--- src/rtl/pinctr_pkg.sv ---
package pinctr_pkg;

    typedef enum logic [1:0] {
        OP_RAISE = 2'd0,
        OP_DROP  = 2'd1,
        OP_PULSE = 2'd2,
        OP_RSVD  = 2'd3
    } pc_op_e;

    typedef enum logic [1:0] {
        RC_OK     = 2'd0,
        RC_SAT_HI = 2'd1,
        RC_SAT_LO = 2'd2,
        RC_BADARG = 2'd3
    } pc_code_e;

    typedef struct packed {
        pc_code_e code;
        logic     write;
    } step_res_t;

    // Decide the outcome of one unit step on a count.
    function automatic step_res_t step_eval(input logic up, input logic at_zero,
                                            input logic at_max);
        step_res_t r;
        if (up) begin
            r.code  = at_max ? RC_SAT_HI : RC_OK;
            r.write = !at_max;
        end else begin
            r.code  = at_zero ? RC_SAT_LO : RC_OK;
            r.write = !at_zero;
        end
        return r;
    endfunction

endpackage

--- src/rtl/pc_sequencer.sv ---
module pc_sequencer
    import pinctr_pkg::*;
#(
    parameter int PINS  = 32,
    parameter int CW    = 8,
    parameter int PW    = 6,
    localparam int IDXW = $clog2(PINS)
) (
    input  logic                     clk,
    input  logic                     rst,
    input  logic                     cmd_valid,
    output logic                     cmd_ready,
    input  logic [1:0]               cmd_op,
    input  logic [PW-1:0]            cmd_pin,
    input  logic [PINS-1:0][CW-1:0]  cnt,
    output logic                     wr_en,
    output logic [IDXW-1:0]          wr_idx,
    output logic [CW-1:0]            wr_val,
    output logic                     rsp_valid,
    output logic [1:0]               rsp_code,
    output logic                     dlv_valid,
    output logic [IDXW-1:0]          dlv_pin,
    output logic                     sat_hi_inc,
    output logic                     sat_lo_inc
);

    logic            in_pulse;
    logic [IDXW-1:0] hold_idx;

    logic            fire, pin_ok, op_ok, act_step, step_up;
    logic            at_zero, at_max, deliver, go_pulse, rsp_now;
    logic [IDXW-1:0] step_idx;
    logic [CW-1:0]   cur;
    pc_op_e          op;
    step_res_t       res;
    pc_code_e        code_now;

    assign cmd_ready = !in_pulse;
    assign fire      = cmd_valid && !in_pulse;
    assign op        = pc_op_e'(cmd_op);
    assign pin_ok    = ({1'b0, cmd_pin} < (PW+1)'(PINS));
    assign op_ok     = (op != OP_RSVD);

    always_comb begin
        act_step = in_pulse || (fire && pin_ok && op_ok);
        step_up  = !in_pulse && (op == OP_RAISE || op == OP_PULSE);
        step_idx = in_pulse ? hold_idx : cmd_pin[IDXW-1:0];
        cur      = cnt[step_idx];
        at_zero  = (cur == '0);
        at_max   = (cur == '1);
        res      = step_eval(step_up, at_zero, at_max);
        wr_en    = act_step && res.write;
        wr_idx   = step_idx;
        wr_val   = step_up ? cur + CW'(1) : cur - CW'(1);
        deliver  = act_step && step_up && at_zero;
        sat_hi_inc = act_step && (res.code == RC_SAT_HI);
        sat_lo_inc = act_step && (res.code == RC_SAT_LO);
        go_pulse = fire && pin_ok && (op == OP_PULSE) && (res.code == RC_OK);
        rsp_now  = in_pulse || (fire && !go_pulse);
        code_now = (!in_pulse && !(pin_ok && op_ok)) ? RC_BADARG : res.code;
    end

    always_ff @(posedge clk) begin
        if (rst) begin
            in_pulse  <= 1'b0;
            hold_idx  <= '0;
            rsp_valid <= 1'b0;
            rsp_code  <= RC_OK;
            dlv_valid <= 1'b0;
            dlv_pin   <= '0;
        end else begin
            in_pulse  <= go_pulse;
            if (go_pulse)
                hold_idx <= step_idx;
            rsp_valid <= rsp_now;
            rsp_code  <= rsp_now ? code_now : RC_OK;
            dlv_valid <= deliver;
            dlv_pin   <= deliver ? step_idx : '0;
        end
    end

    // an accepted pulse either stalls ready or answers at once
    assert_pulse_stall_R5: assert property (@(posedge clk) disable iff (rst)
        (cmd_valid && cmd_ready && cmd_op == 2'(OP_PULSE)) |=> (!cmd_ready || rsp_valid));

    // the stall lasts exactly one cycle and ends with the result
    assert_stall_once_R5: assert property (@(posedge clk) disable iff (rst)
        !cmd_ready |=> (cmd_ready && rsp_valid));

    // non-pulse commands answer on the next cycle
    assert_rsp_next_R10: assert property (@(posedge clk) disable iff (rst)
        (cmd_valid && cmd_ready && cmd_op != 2'(OP_PULSE)) |=> rsp_valid);

endmodule

--- config.mk ---
export PLATFORM = sky130hd
export DESIGN_NAME = pc_sequencer
export DESIGN_NICKNAME = d
export VERILOG_FILES = /design/src/rtl/pinctr_pkg.sv /design/src/rtl/pc_sequencer.sv
export SDC_FILE = /design/constraint.sdc
export NUM_CORES = 1
export LEC_CHECK = 0
export CORE_AREA = 2 2 113 115
export CTS_CLUSTER_DIAMETER = 50
export CTS_CLUSTER_SIZE = 16
export DETAILED_ROUTE_END_ITERATION = 8
export DIE_AREA = 0 0 115 117
export DONT_BUFFER_PORTS = 1
export PLACE_DENSITY = 0.6
export SLEW_MARGIN = 20
export SYNTH_ARGS = -nofsm -noshare
export SYNTH_HDL_FRONTEND = slang
export SYNTH_SLANG_ARGS = --single-unit
--- constraint.sdc ---
create_clock -name clk -period 8.3 [get_ports clk]
set_clock_uncertainty 0.2 [all_clocks]
set_input_delay 1.66 -clock clk [delete_from_list [all_inputs] [get_ports clk]]
set_output_delay 1.66 -clock clk [all_outputs]
set_load 0.02 [all_outputs]
==> results.sh <==
export IMPL_status="complete, no violations"
export IMPL_clock_fmax_mhz=139.6
export IMPL_tritoncts="done"
export IMPL_slew_headroom=0.2807
export IMPL_grt_overflow_total=0
export IMPL_fin_util=0.3568
export IMPL_clock_sinks=15
export IMPL_slowest_delay_ns=0.84
export IMPL_irDropWorstVdd_mv=0.05223
export IMPL_cts_buffers=3
export IMPL_cts_root_buf="clkbuf_16"
export IMPL_io_buffers=0
export IMPL_synth_edf_count=0
export IMPL_routed_wl_um=20630
export IMPL_postSynthCellCount=659
export IMPL_critPathBufInv=2
export IMPL_cts_hold_buf=0
export IMPL_coreArea_um2=12310
export IMPL_synth_area_top_cells="mux2i_1, nor2_1, nand2_1"
export IMPL_pwr_density_cell_nw_per_um2=105.6
export IMPL_rsz0062_at_grt="false"
export IMPL_synth_top_cell_area_share=0.09206
export IMPL_post_cts_resized=0
export IMPL_antenna_found_initial=0
export IMPL_die_width_um=115
export IMPL_hold_class="reg2reg"
export IMPL_worst_path_most_repeated_cell="nor2_1"
export IMPL_setup_viol=0
export IMPL_crit_path_max_fanout=23
export IMPL_post_cts_buffers=0
export IMPL_track_usage=0.2859
export IMPL_grt_max_degree=62
export IMPL_crit_chain="mux2i_2 -> buf_4 -> nor2_1 -> o221ai_1 -> nor2_1 -> nor3_2 -> nor2_1 -> inv_1 -> fa_1 -> nor2b_1 -> o21ai_0 -> nand2b_1 -> a21o_1 -> a21oi_1 -> xnor2_1"
export IMPL_cp_required_ns=6.44
export IMPL_wire_per_inst_um=26.79
export IMPL_yosysTopAreaCell="mux2i_1"
export IMPL_worstSetupStartpointType="primary input"
export IMPL_syn_area_um2=4240
export IMPL_start_util=0.3444
export IMPL_fin_nets=894
export IMPL_worst_path_max_delay_cell="nor2_1"
export IMPL_clock_path_buffers=2
export IMPL_cp_data_arrival_time_ns=5.30
export IMPL_ys_types=63
export IMPL_drv_slew=0
export IMPL_detail_route_vias_per_cell=6.839
export IMPL_gp_congestion=0.9140
export IMPL_pre_cts_slack_ns=1.187
export IMPL_min_period_ns=7.161
export IMPL_fin_ws_ns=1.139
export IMPL_grt_pass1_vias=4924
export IMPL_drt_pre_antenna_iters=5
export IMPL_grt_pass1_wl_um=29240
export IMPL_tightest_slew_ns=1.075
export IMPL_dieArea_um2=13460
export IMPL_ant_nets=0
export IMPL_clock_latency_ns=0.25
export IMPL_async_reset_ff_frac=0
export IMPL_path_delay_family="simple AND/OR/NAND/NOR gates"
export IMPL_drc=0
export IMPL_nFillCells=1381
export IMPL_drt_iter0_markers=546
export IMPL_final_common_cell="nor2_1"
export IMPL_io_pins=293
export IMPL_syn_area_per_cell_um2=6.434
export IMPL_vias=5266
export IMPL_fin_crit_sh=0.8628
export IMPL_dp_hpwl_um=16030
export IMPL_crit_path_end_kind="primary output"
export IMPL_syn_num_nets=933
export IMPL_rows=41
export IMPL_ys_seq_area_frac=0.07082
export IMPL_synth_seq_cells=15
export IMPL_layout_drive_gt1_share=0.09208
export IMPL_clk_pin_slew_ns=0.05
export IMPL_p_leak_uw=0.001655
export IMPL_max_cap_violations=0
export IMPL_final_cell_mix="nor2_1, nand2_1, o21ai_0"
export IMPL_areaGrowthSynthToFinish_pct=3.600
export IMPL_cts_max_level=1
export IMPL_hold_viol=0
export IMPL_setup_tns_ns=0
export IMPL_yosysWarnings=0
export IMPL_synthFlopType="dfxtp_1"
export IMPL_die_y_um=117
export IMPL_critPathKind="in2out"
[state kept, by name, indices dropped and copies added, names as in the netlist]
| name | cells |
|---|---|
| dlv_valid | 1 |
| rsp_code | 2 |
| in_pulse | 1 |
| hold_idx | 5 |
| rsp_valid | 1 |
| dlv_pin | 5 |
[metal layers]
| metal | wire length [µm] | global-route usage |
|---|---|---|
| met5 | 0 | 0 |
| met4 | 378 | 0.05301 |
| met3 | 1791 | 0.03502 |
| met2 | 9984 | 0.5008 |
| met1 | 8477 | 0.3820 |
[synth_stat cells (all sizes together), types with 6 or more instances]
cell type	n
xnor2	6
dfxtp	15
a21oi	28
o211ai	11
o22ai	38
o22a	11
buf	19
a22oi	19
nor3	13
o21bai	16
nor2b	18
and3	9
mux4	13
a211oi	6
nand3	34
clkbuf	40
ha	6
inv	12
a31oi	6
nor2	101
nand2	91
mux2i	42
o21ai	42
[cell type report]
type                    instances  area (µm²)  area share
clock buffers                   3       75.07     0.01709
well taps                     150       187.7     0.04272
diodes                          1       2.502   0.0005696
inverters                      12       47.55     0.01082
flip-flops and latches         15       302.8     0.06893
multi-input cells             573        3660      0.8331
clock inverters                 1       5.005    0.001139
repair buffers                 15       112.6     0.02563
[cell families (layout without fill, tap and decap cells)]
family,count (synthesis),in the layout,synth area share
buffers and inverters,71,31,0.06787
DFF,15,15,0.07082
other,0,1,0
AOI/OAI and AO/OA,213,213,0.3355
and+or+nand+nor,290,290,0.3104
adders and majority gates,7,7,0.02243
xor gates and xnor gates,7,7,0.01446
muxes,56,56,0.1785
[worst register-to-register path, stage by stage, from the launching register on]
cell      delay (ns)
dfxtp_2         0.99
nand2b_1        0.76
o22ai_1         0.24
a22oi_1         0.26
nand2_1         0.08
a221oi_1        0.64
o211ai_1        0.33
nor4_2          0.43
nand2_1         0.11
or3_1           0.54
nor2_2          0.13
[worst paths after layout]
check | to | slack [ns] | from | cells after the start
setup / recovery | wr_val[6] | 1.14 | cmd_pin[3] | 15
hold / removal | hold_idx[2] | 0.31 | hold_idx[2] | 2
setup reg to reg | dlv_pin[2] | 3.53 | in_pulse | 10
hold reg to reg | hold_idx[2] | 0.31 | hold_idx[2] | 2
[through the flow]
step,power (µW),std cells,hold WS (ns),instance area (µm²)
after floorplan,296.0,659,0.2571,4240
after CTS,462.9,769,0.2999,4390
final,464.1,770,0.3093,4393
after global routing,493.8,769,0.3342,4390
after detailed placement,369.0,765,0.2912,4310
after global placement,367.7,765,0.2872,4310
[power by group]
group          total [µW]  internal (µW)  switching, µW
clock                94.0           64.3           29.7
combinational         292            114            178
sequential           77.7           73.8           3.90
No activity file was read; power rests on OpenSTA's default activity.
